$ cat src/rtl/cmdstream_pkg.sv
package cmdstream_pkg;

  localparam logic [7:0] OP_RANGE  = 8'd3;
  localparam logic [7:0] OP_PAIRS  = 8'd4;
  localparam logic [7:0] OP_REBASE = 8'd8;
  localparam logic [7:0] OP_PORT32 = 8'd10;
  localparam logic [7:0] OP_PORT64 = 8'd11;

  typedef enum logic [2:0] {
    FAULT_NONE    = 3'd0,
    FAULT_OPCODE  = 3'd1,
    FAULT_ZERO    = 3'd2,
    FAULT_OVERRUN = 3'd3,
    FAULT_NOBASE  = 3'd4,
    FAULT_NOMATCH = 3'd5
  } fault_e;

  typedef enum logic [3:0] {
    PS_IDLE,
    PS_HEAD,
    PS_RANGE_OFS,
    PS_RANGE_DAT,
    PS_PAIR_OFS,
    PS_PAIR_VAL,
    PS_PORT_BUF,
    PS_PORT_SEL,
    PS_PORT_DAT,
    PS_FINISH
  } pstate_e;

endpackage

$ cat src/rtl/csw_base_table.sv
module csw_base_table #(
  parameter int ENTRIES = 8,
  parameter int IDX_W   = 3,
  parameter int KEY_W   = 24,
  parameter int ADDR_W  = 32
) (
  input  logic              clk,
  input  logic              rst,
  input  logic              cfg_we,
  input  logic [IDX_W-1:0]  cfg_idx,
  input  logic [KEY_W-1:0]  cfg_key,
  input  logic [ADDR_W-1:0] cfg_base,
  input  logic              cfg_en,
  input  logic [KEY_W-1:0]  q_key,
  output logic              q_hit,
  output logic [ADDR_W-1:0] q_base
);

  logic [KEY_W-1:0]  key_q  [ENTRIES];
  logic [ADDR_W-1:0] base_q [ENTRIES];
  logic [ENTRIES-1:0] en_q;
  logic [ENTRIES-1:0] hit_v;

  // enables carry reset; key and base storage needs none
  always_ff @(posedge clk) begin
    if (rst) begin
      en_q <= '0;
    end else if (cfg_we) begin
      en_q[cfg_idx] <= cfg_en;
    end
  end

  always_ff @(posedge clk) begin
    if (cfg_we) begin
      key_q[cfg_idx]  <= cfg_key;
      base_q[cfg_idx] <= cfg_base;
    end
  end

  for (genvar g = 0; g < ENTRIES; g++) begin : g_cmp
    assign hit_v[g] = en_q[g] && (key_q[g] == q_key);
  end

  // lowest index wins: scan downward so the last assignment is the lowest hit
  always_comb begin
    q_hit  = 1'b0;
    q_base = '0;
    for (int i = ENTRIES - 1; i >= 0; i--) begin
      if (hit_v[i]) begin
        q_hit  = 1'b1;
        q_base = base_q[i];
      end
    end
  end

endmodule

$ cat src/rtl/csw_wr_stage.sv
module csw_wr_stage #(
  parameter int ADDR_W = 32,
  parameter int DATA_W = 32
) (
  input  logic              clk,
  input  logic              rst,
  input  logic              load,
  input  logic [ADDR_W-1:0] ld_addr,
  input  logic [DATA_W-1:0] ld_data,
  input  logic              wr_ready,
  output logic              wr_valid,
  output logic [ADDR_W-1:0] wr_addr,
  output logic [DATA_W-1:0] wr_data,
  output logic              free
);

  assign free = !wr_valid || wr_ready;

  always_ff @(posedge clk) begin
    if (rst) begin
      wr_valid <= 1'b0;
    end else if (load) begin
      wr_valid <= 1'b1;
    end else if (wr_ready) begin
      wr_valid <= 1'b0;
    end
  end

  always_ff @(posedge clk) begin
    if (rst) begin
      wr_addr <= '0;
      wr_data <= '0;
    end else if (load) begin
      wr_addr <= ld_addr;
      wr_data <= ld_data;
    end
  end

endmodule

$ cat src/rtl/csw_parser.sv
module csw_parser
  import cmdstream_pkg::*;
#(
  parameter int          CNT_W  = 20,
  parameter logic [31:0] LO_OFS = 32'h0000_000C,
  parameter logic [31:0] HI_OFS = 32'h0000_0010
) (
  input  logic             clk,
  input  logic             rst,
  input  logic             start,
  input  logic [CNT_W-1:0] word_total,
  input  logic             in_valid,
  input  logic [31:0]      in_data,
  output logic             in_ready,
  input  logic             out_free,
  output logic             load,
  output logic [31:0]      ld_addr,
  output logic [31:0]      ld_data,
  output logic [23:0]      q_key,
  input  logic             q_hit,
  input  logic [31:0]      q_base,
  output logic             busy,
  output logic             done,
  output logic             err,
  output logic [2:0]       err_code
);

  localparam int PCW = 17;
  localparam int NW  = CNT_W + 19;

  pstate_e          st;
  fault_e           fault_q, head_fault;
  logic [CNT_W-1:0] remain;
  logic [PCW-1:0]   cnt;
  logic [31:0]      base_q, addr_q, hi_q;
  logic             base_vld, wide, hi_turn;

  logic [7:0]     op;
  logic [15:0]    fld;
  logic [16:0]    len1;
  logic [PCW-1:0] port_n;
  logic [NW-1:0]  need;
  logic           is_wr, known, pay_zero, last, accept, dat_state;

  // header decode of the word on the input
  always_comb begin
    op     = in_data[31:24];
    fld    = in_data[15:0];
    len1   = {1'b0, fld} + 17'd1;
    port_n = (op == OP_PORT64) ? PCW'((len1 >> 3) << 1) : PCW'(len1 >> 2);
    is_wr  = (op == OP_RANGE) || (op == OP_PAIRS) ||
             (op == OP_PORT32) || (op == OP_PORT64);
    known  = is_wr || (op == OP_REBASE);
    case (op)
      OP_RANGE:  begin need = NW'(fld) + NW'(2);          pay_zero = (fld == 16'd0); end
      OP_PAIRS:  begin need = (NW'(fld) << 1) + NW'(1);   pay_zero = (fld == 16'd0); end
      OP_PORT32,
      OP_PORT64: begin need = NW'(port_n) + NW'(3);       pay_zero = (port_n == '0); end
      default:   begin need = NW'(1);                     pay_zero = 1'b0;           end
    endcase
    if (!known)                    head_fault = FAULT_OPCODE;
    else if (pay_zero)             head_fault = FAULT_ZERO;
    else if (need > NW'(remain))   head_fault = FAULT_OVERRUN;
    else if (is_wr && !base_vld)   head_fault = FAULT_NOBASE;
    else                           head_fault = FAULT_NONE;
  end

  assign dat_state = (st == PS_RANGE_DAT) || (st == PS_PAIR_VAL) || (st == PS_PORT_DAT);

  always_comb begin
    case (st)
      PS_HEAD, PS_RANGE_OFS, PS_PAIR_OFS, PS_PORT_BUF, PS_PORT_SEL: in_ready = 1'b1;
      PS_RANGE_DAT, PS_PAIR_VAL, PS_PORT_DAT:                        in_ready = out_free;
      default:                                                       in_ready = 1'b0;
    endcase
  end

  assign accept   = in_valid && in_ready;
  assign last     = (remain == CNT_W'(1));
  assign load     = accept && dat_state;
  assign ld_addr  = hi_turn ? hi_q : addr_q;
  assign ld_data  = in_data;
  assign q_key    = in_data[23:0];
  assign busy     = (st != PS_IDLE);
  assign err_code = fault_q;

  always_ff @(posedge clk) begin
    if (rst) begin
      st       <= PS_IDLE;
      fault_q  <= FAULT_NONE;
      err      <= 1'b0;
      done     <= 1'b0;
      remain   <= '0;
      cnt      <= '0;
      base_q   <= '0;
      addr_q   <= '0;
      hi_q     <= '0;
      base_vld <= 1'b0;
      wide     <= 1'b0;
      hi_turn  <= 1'b0;
    end else begin
      done <= 1'b0;
      if (accept) remain <= remain - CNT_W'(1);
      case (st)
        PS_IDLE: begin
          if (start) begin
            remain   <= word_total;
            base_vld <= 1'b0;
            err      <= 1'b0;
            fault_q  <= FAULT_NONE;
            st       <= (word_total == '0) ? PS_FINISH : PS_HEAD;
          end
        end
        PS_HEAD: begin
          if (accept) begin
            if (head_fault != FAULT_NONE) begin
              err     <= 1'b1;
              fault_q <= head_fault;
              st      <= PS_IDLE;
            end else begin
              case (op)
                OP_RANGE: begin cnt <= PCW'(fld); st <= PS_RANGE_OFS; end
                OP_PAIRS: begin cnt <= PCW'(fld); st <= PS_PAIR_OFS;  end
                OP_PORT32, OP_PORT64: begin
                  cnt  <= port_n;
                  wide <= (op == OP_PORT64);
                  st   <= PS_PORT_BUF;
                end
                default: begin
                  if (q_hit) begin
                    base_q   <= q_base;
                    base_vld <= 1'b1;
                    st       <= last ? PS_FINISH : PS_HEAD;
                  end else begin
                    err     <= 1'b1;
                    fault_q <= FAULT_NOMATCH;
                    st      <= PS_IDLE;
                  end
                end
              endcase
            end
          end
        end
        PS_RANGE_OFS: begin
          if (accept) begin
            addr_q <= base_q + {8'h00, in_data[23:0]};
            st     <= PS_RANGE_DAT;
          end
        end
        PS_RANGE_DAT: begin
          if (accept) begin
            addr_q <= addr_q + 32'd4;
            cnt    <= cnt - PCW'(1);
            if (cnt == PCW'(1)) st <= last ? PS_FINISH : PS_HEAD;
          end
        end
        PS_PAIR_OFS: begin
          if (accept) begin
            addr_q <= base_q + in_data;
            st     <= PS_PAIR_VAL;
          end
        end
        PS_PAIR_VAL: begin
          if (accept) begin
            cnt <= cnt - PCW'(1);
            if (cnt == PCW'(1)) st <= last ? PS_FINISH : PS_HEAD;
            else                st <= PS_PAIR_OFS;
          end
        end
        PS_PORT_BUF: begin
          if (accept) st <= PS_PORT_SEL;
        end
        PS_PORT_SEL: begin
          if (accept) begin
            addr_q  <= base_q + {8'h00, in_data[23:0]} + LO_OFS;
            hi_q    <= base_q + {8'h00, in_data[23:0]} + HI_OFS;
            hi_turn <= 1'b0;
            st      <= PS_PORT_DAT;
          end
        end
        PS_PORT_DAT: begin
          if (accept) begin
            cnt     <= cnt - PCW'(1);
            hi_turn <= wide && !hi_turn;
            if (cnt == PCW'(1)) begin
              hi_turn <= 1'b0;
              st      <= last ? PS_FINISH : PS_HEAD;
            end
          end
        end
        PS_FINISH: begin
          if (out_free) begin
            done <= 1'b1;
            st   <= PS_IDLE;
          end
        end
        default: st <= PS_IDLE;
      endcase
    end
  end

endmodule

$ cat src/rtl/cmdstream_regwr.sv
module cmdstream_regwr #(
  parameter int          ENTRIES = 8,
  parameter int          CNT_W   = 20,
  parameter logic [31:0] LO_OFS  = 32'h0000_000C,
  parameter logic [31:0] HI_OFS  = 32'h0000_0010,
  localparam int         IDX_W   = (ENTRIES > 1) ? $clog2(ENTRIES) : 1
) (
  input  logic             clk,
  input  logic             rst,
  input  logic             start,
  input  logic [CNT_W-1:0] word_total,
  input  logic             in_valid,
  input  logic [31:0]      in_data,
  output logic             in_ready,
  input  logic             cfg_we,
  input  logic [IDX_W-1:0] cfg_idx,
  input  logic [23:0]      cfg_key,
  input  logic [31:0]      cfg_base,
  input  logic             cfg_en,
  output logic             wr_valid,
  input  logic             wr_ready,
  output logic [31:0]      wr_addr,
  output logic [31:0]      wr_data,
  output logic             busy,
  output logic             done,
  output logic             err,
  output logic [2:0]       err_code
);

  logic        out_free, load, q_hit;
  logic [31:0] ld_addr, ld_data, q_base;
  logic [23:0] q_key;

  csw_base_table #(
    .ENTRIES (ENTRIES),
    .IDX_W   (IDX_W),
    .KEY_W   (24),
    .ADDR_W  (32)
  ) u_table (
    .clk      (clk),
    .rst      (rst),
    .cfg_we   (cfg_we),
    .cfg_idx  (cfg_idx),
    .cfg_key  (cfg_key),
    .cfg_base (cfg_base),
    .cfg_en   (cfg_en),
    .q_key    (q_key),
    .q_hit    (q_hit),
    .q_base   (q_base)
  );

  csw_parser #(
    .CNT_W  (CNT_W),
    .LO_OFS (LO_OFS),
    .HI_OFS (HI_OFS)
  ) u_parser (
    .clk        (clk),
    .rst        (rst),
    .start      (start),
    .word_total (word_total),
    .in_valid   (in_valid),
    .in_data    (in_data),
    .in_ready   (in_ready),
    .out_free   (out_free),
    .load       (load),
    .ld_addr    (ld_addr),
    .ld_data    (ld_data),
    .q_key      (q_key),
    .q_hit      (q_hit),
    .q_base     (q_base),
    .busy       (busy),
    .done       (done),
    .err        (err),
    .err_code   (err_code)
  );

  csw_wr_stage #(
    .ADDR_W (32),
    .DATA_W (32)
  ) u_wr (
    .clk      (clk),
    .rst      (rst),
    .load     (load),
    .ld_addr  (ld_addr),
    .ld_data  (ld_data),
    .wr_ready (wr_ready),
    .wr_valid (wr_valid),
    .wr_addr  (wr_addr),
    .wr_data  (wr_data),
    .free     (out_free)
  );

endmodule

$ cat config.mk
export PLATFORM = sky130hd
export DESIGN_NAME = cmdstream_regwr
export DESIGN_NICKNAME = d
export VERILOG_FILES = /design/src/rtl/cmdstream_pkg.sv /design/src/rtl/csw_base_table.sv /design/src/rtl/csw_wr_stage.sv /design/src/rtl/csw_parser.sv /design/src/rtl/cmdstream_regwr.sv
export SDC_FILE = /design/constraint.sdc
export NUM_CORES = 1
export LEC_CHECK = 0
export ABC_CLOCK_PERIOD_IN_PS = 19400
export BUFFER_PORTS_ARGS = -buffer_cell sky130_fd_sc_hd__buf_2
export CAP_MARGIN = 20
export CORE_MARGIN = 10
export CORE_UTILIZATION = 30
export CTS_CLUSTER_DIAMETER = 200
export DETAILED_ROUTE_END_ITERATION = 12
export GPL_TIMING_DRIVEN = 0
export PLACE_DENSITY = 0.43
export SYNTH_ARGS = -nofsm -noshare
export SYNTH_HDL_FRONTEND = slang
export SYNTH_SLANG_ARGS = --single-unit
$ cat constraint.sdc
create_clock -name clk -period 19.4 [get_ports clk]
set_clock_uncertainty 0.2 [all_clocks]
set_input_delay 3.88 -clock clk [delete_from_list [all_inputs] [get_ports clk]]
set_output_delay 3.88 -clock clk [all_outputs]
set_load 0.1 [all_outputs]
==> flow_summary.toml <==
[power_and_ir_drop]
switching_share_pct = 28.6
comb_power_share_pct = 13.4
p_leak_nw = 13.5
clkPwrFrac_pct = 42.8
seq_power_share_pct = 43.8
power_density_nw_per_um2 = 90.3
p_total_mw = 3.64
power_switching_mw = 1.04
ir_worst_vdd_v = 0.0000597
p_int_mw = 2.60

[setup_path]
endpoint_kind = "register"
worstPathArrival_ns = 10.41
path_cells = "buf_2, clkbuf_1, buf_2, a21oi_1, a211o_1, ha_1, nor3_1, nand2_1, or4_1, nand2b_1, or4b_2, nand2_1, ha_1, nand4_1, nor3_1, nand2_1, o211ai_1, a21oi_1, nor3_2, and4_1, buf_2, buf_4, nor2_1, a211oi_1"
critPathLaunchType = "input port"
crit_slowest_cell = "or4b_2"
critPathMaxFanout = 10
crit_type = "in2reg"
max_stage_delay_ns = 0.61
worstPathRequired_ns = 19.77

[synth]
synthesis.nets = 3557
synth-async-reset-ratio_pct = 0
synth_top_area_share_pct = 39.4
synth.avg_cell_area_sq_um = 10.1
postSynthCellCount = 3380
ys.flop_type = "edfxtp_1"
ys_seq_area_share_pct = 52.2
synth.cell_area_sq_um = 34100
synth_largest_area_cell = "edfxtp_1"
synth.area.top_cells = "edfxtp_1 39%, dfxtp_1 13%, xnor2_1 5.6%"
yosysWarnings = 0
ys_types = 105
synth-edff-count = 448
synth_seq_cells = 666

[die]
core.rowCount = 123
die_x_microns = 357
start_util_pct = 30.3
core-area_sq_um = 113000
pin_count = 190
dieArea_sq_um = 128000
die_h_microns = 357

[sta]
fin_crit_ns = 10.05
hold_viol_final = 0
final.period_utilization_pct = 51.8
tightestPinTransition_ns = 1.16
rsz0062_at_grt = "false"
maxSlewViolCount = 0
hold_slack_ns = 0.252
fin_setup_tns_ns = 0
max_freq_mhz = 99.5
setup_viol = 0
max_slew_margin_pct = 22.6

[final_layout]
post-route-util_pct = 35.8
final_cells = 5257
final_common_cell = "edfxtp_1"
drive_above_1_share_pct = 11.8
final_cell_mix = "448 x edfxtp_1, 353 x nor2_1, 277 x nand2_1, 245 x a21oi_1"
nets = 3863
syn_to_final_growth_pct = 18.1

[outcome]
run_status = "finished clean"

[drt]
wirelength_microns = 133000
drc = 0
drtIter0Drc = 2640
firstDrtPassIters = 6
wire_per_inst_microns = 25.3
dr_total_vias = 27700
antenna_left = 0
viasPerCell = 5.28

[placed_design]
io_buffers = 187
placed_cells = 5103
place.gp.congestion = 0.902
hpwl_microns = 98600

[clock_network]
htreeDepth = 3
cts_setup_buffers = 0
cts.clk_slew.worst_paths_ns = 0.06
cts_resized = 0
clockBufferDepth = 3
root_buffer = "clkbuf_16"
clock_sinks = 666
cts_tree = "done"
cts_hold_buf = 0
numCtsBuffers = 81
insertion_delay_ns = 0.69

[grt]
first_global_vias = 26700
grt_max_degree = 28
grt_pass1_wl_microns = 190000
antenna_found_initial = 12
grt-ovfl-total = 0
track_usage_pct = 20.2

[min_path]
hold_class = "reg2reg"

[flow_run]
cap_violations = 0
logic make-up after synthesis:
| kind of cell | after synthesis | share of synthesized area [%] |
|---|---|---|
| flops | 666 | 52.2 |
| compound gates | 779 | 15.0 |
| buf+inv | 328 | 3.83 |
| fa+ha+maj | 59 | 2.19 |
| xor+xnor | 318 | 8.23 |
| mux | 56 | 1.65 |
| simple gates | 1174 | 16.9 |
stage by stage:
step           area (sq um)  worst slack, ns
2_1_floorplan         34100            10.40
3_3_place_gp          36900             6.85
3_5_place_dp          37600             8.77
4_1_cts               40300             9.47
5_1_grt               40300             8.85
6_report              40300             9.35
worst paths after layout:
kind | start | endpoint | slack [ns] | depth (start not counted)
setup / recovery | in_data[2] | u_parser.base_q[24] | 9.35 | 24
hold / removal | u_wr.wr_data[30] | u_wr.wr_data[30] | 0.25 | 2
setup reg to reg | u_parser.base_q[0] | u_parser.hi_q[28] | 14.49 | 17
hold reg to reg | u_wr.wr_data[30] | u_wr.wr_data[30] | 0.25 | 2
registers in the layout (all words and copies together), names as in the netlist, 4 cells and up:
signal	count
u_table.key_q	192
u_parser.cnt	17
u_parser.base_q	32
u_parser.st	4
u_wr.wr_addr	32
u_parser.remain	20
u_wr.wr_data	32
u_parser.addr_q	32
u_table.base_q	256
u_table.en_q	8
u_parser.hi_q	32
worst max-delay path, delay by kind of cell:
| family | cells | cell delay (ns) |
|---|---|---|
| AOI/OAI and AO/OA | 5 | 0.90 |
| adders and majority gates | 2 | 0.40 |
| buffers and inverters | 5 | 1.87 |
| and+or+nand+nor | 12 | 3.35 |
power by group through the flow:
stage | clock [mW] | combinational [mW] | sequential, mW
final | 1.56 | 0.488 | 1.59
after global routing | 1.64 | 0.527 | 1.60
after CTS | 1.59 | 0.487 | 1.59
after detailed placement | 0 | 0.486 | 1.62
after global placement | 0 | 0.477 | 1.63
after floorplan | 0 | 0.272 | 1.66
synthesized netlist by cell type (10+ instances only):
library cell	number
o211ai_1	16
or3b_2	12
clkbuf_1	187
nand2_1	277
or4_1	12
dfxtp_1	218
a211oi_1	155
or3_1	18
nand2b_1	28
and3_1	32
a311oi_1	43
ha_1	58
nor3_1	80
buf_1	15
nor2_1	360
o221ai_1	11
and2_1	26
o21ai_0	117
a221oi_1	10
a31oi_1	53
and4_1	11
xnor2_1	218
xor2_1	97
a21o_1	17
inv_1	101
nor3b_1	25
mux2i_1	55
buf_2	13
edfxtp_1	448
nand4_1	77
nand3_1	102
a21oi_1	245
o21a_1	11
nor4_1	51
or2_2	14
metal layers:
metal	vias up	GRT usage (%)	part of all wire [%]
li1	13100	-	-
met3	166	3.81	6.8
met5	-	0	0.065
met1	13600	27.8	46
met2	938	31.9	45
met4	16	5.99	2.6
final cells by class:
type | instances | area [sq um]
Inverter | 101 | 379
Timing Repair Buffer | 223 | 1520
Fill cell | 11500 | 72400
Sequential cell | 666 | 17800
Antenna cell | 5 | 12.5
Buffer | 227 | 933
Clock buffer | 102 | 2170
Clock inverter | 47 | 542
Tap cell | 1500 | 1880
Multi-Input combinational cell | 2386 | 15100
Note: power is estimated with default switching activity, not from simulation.
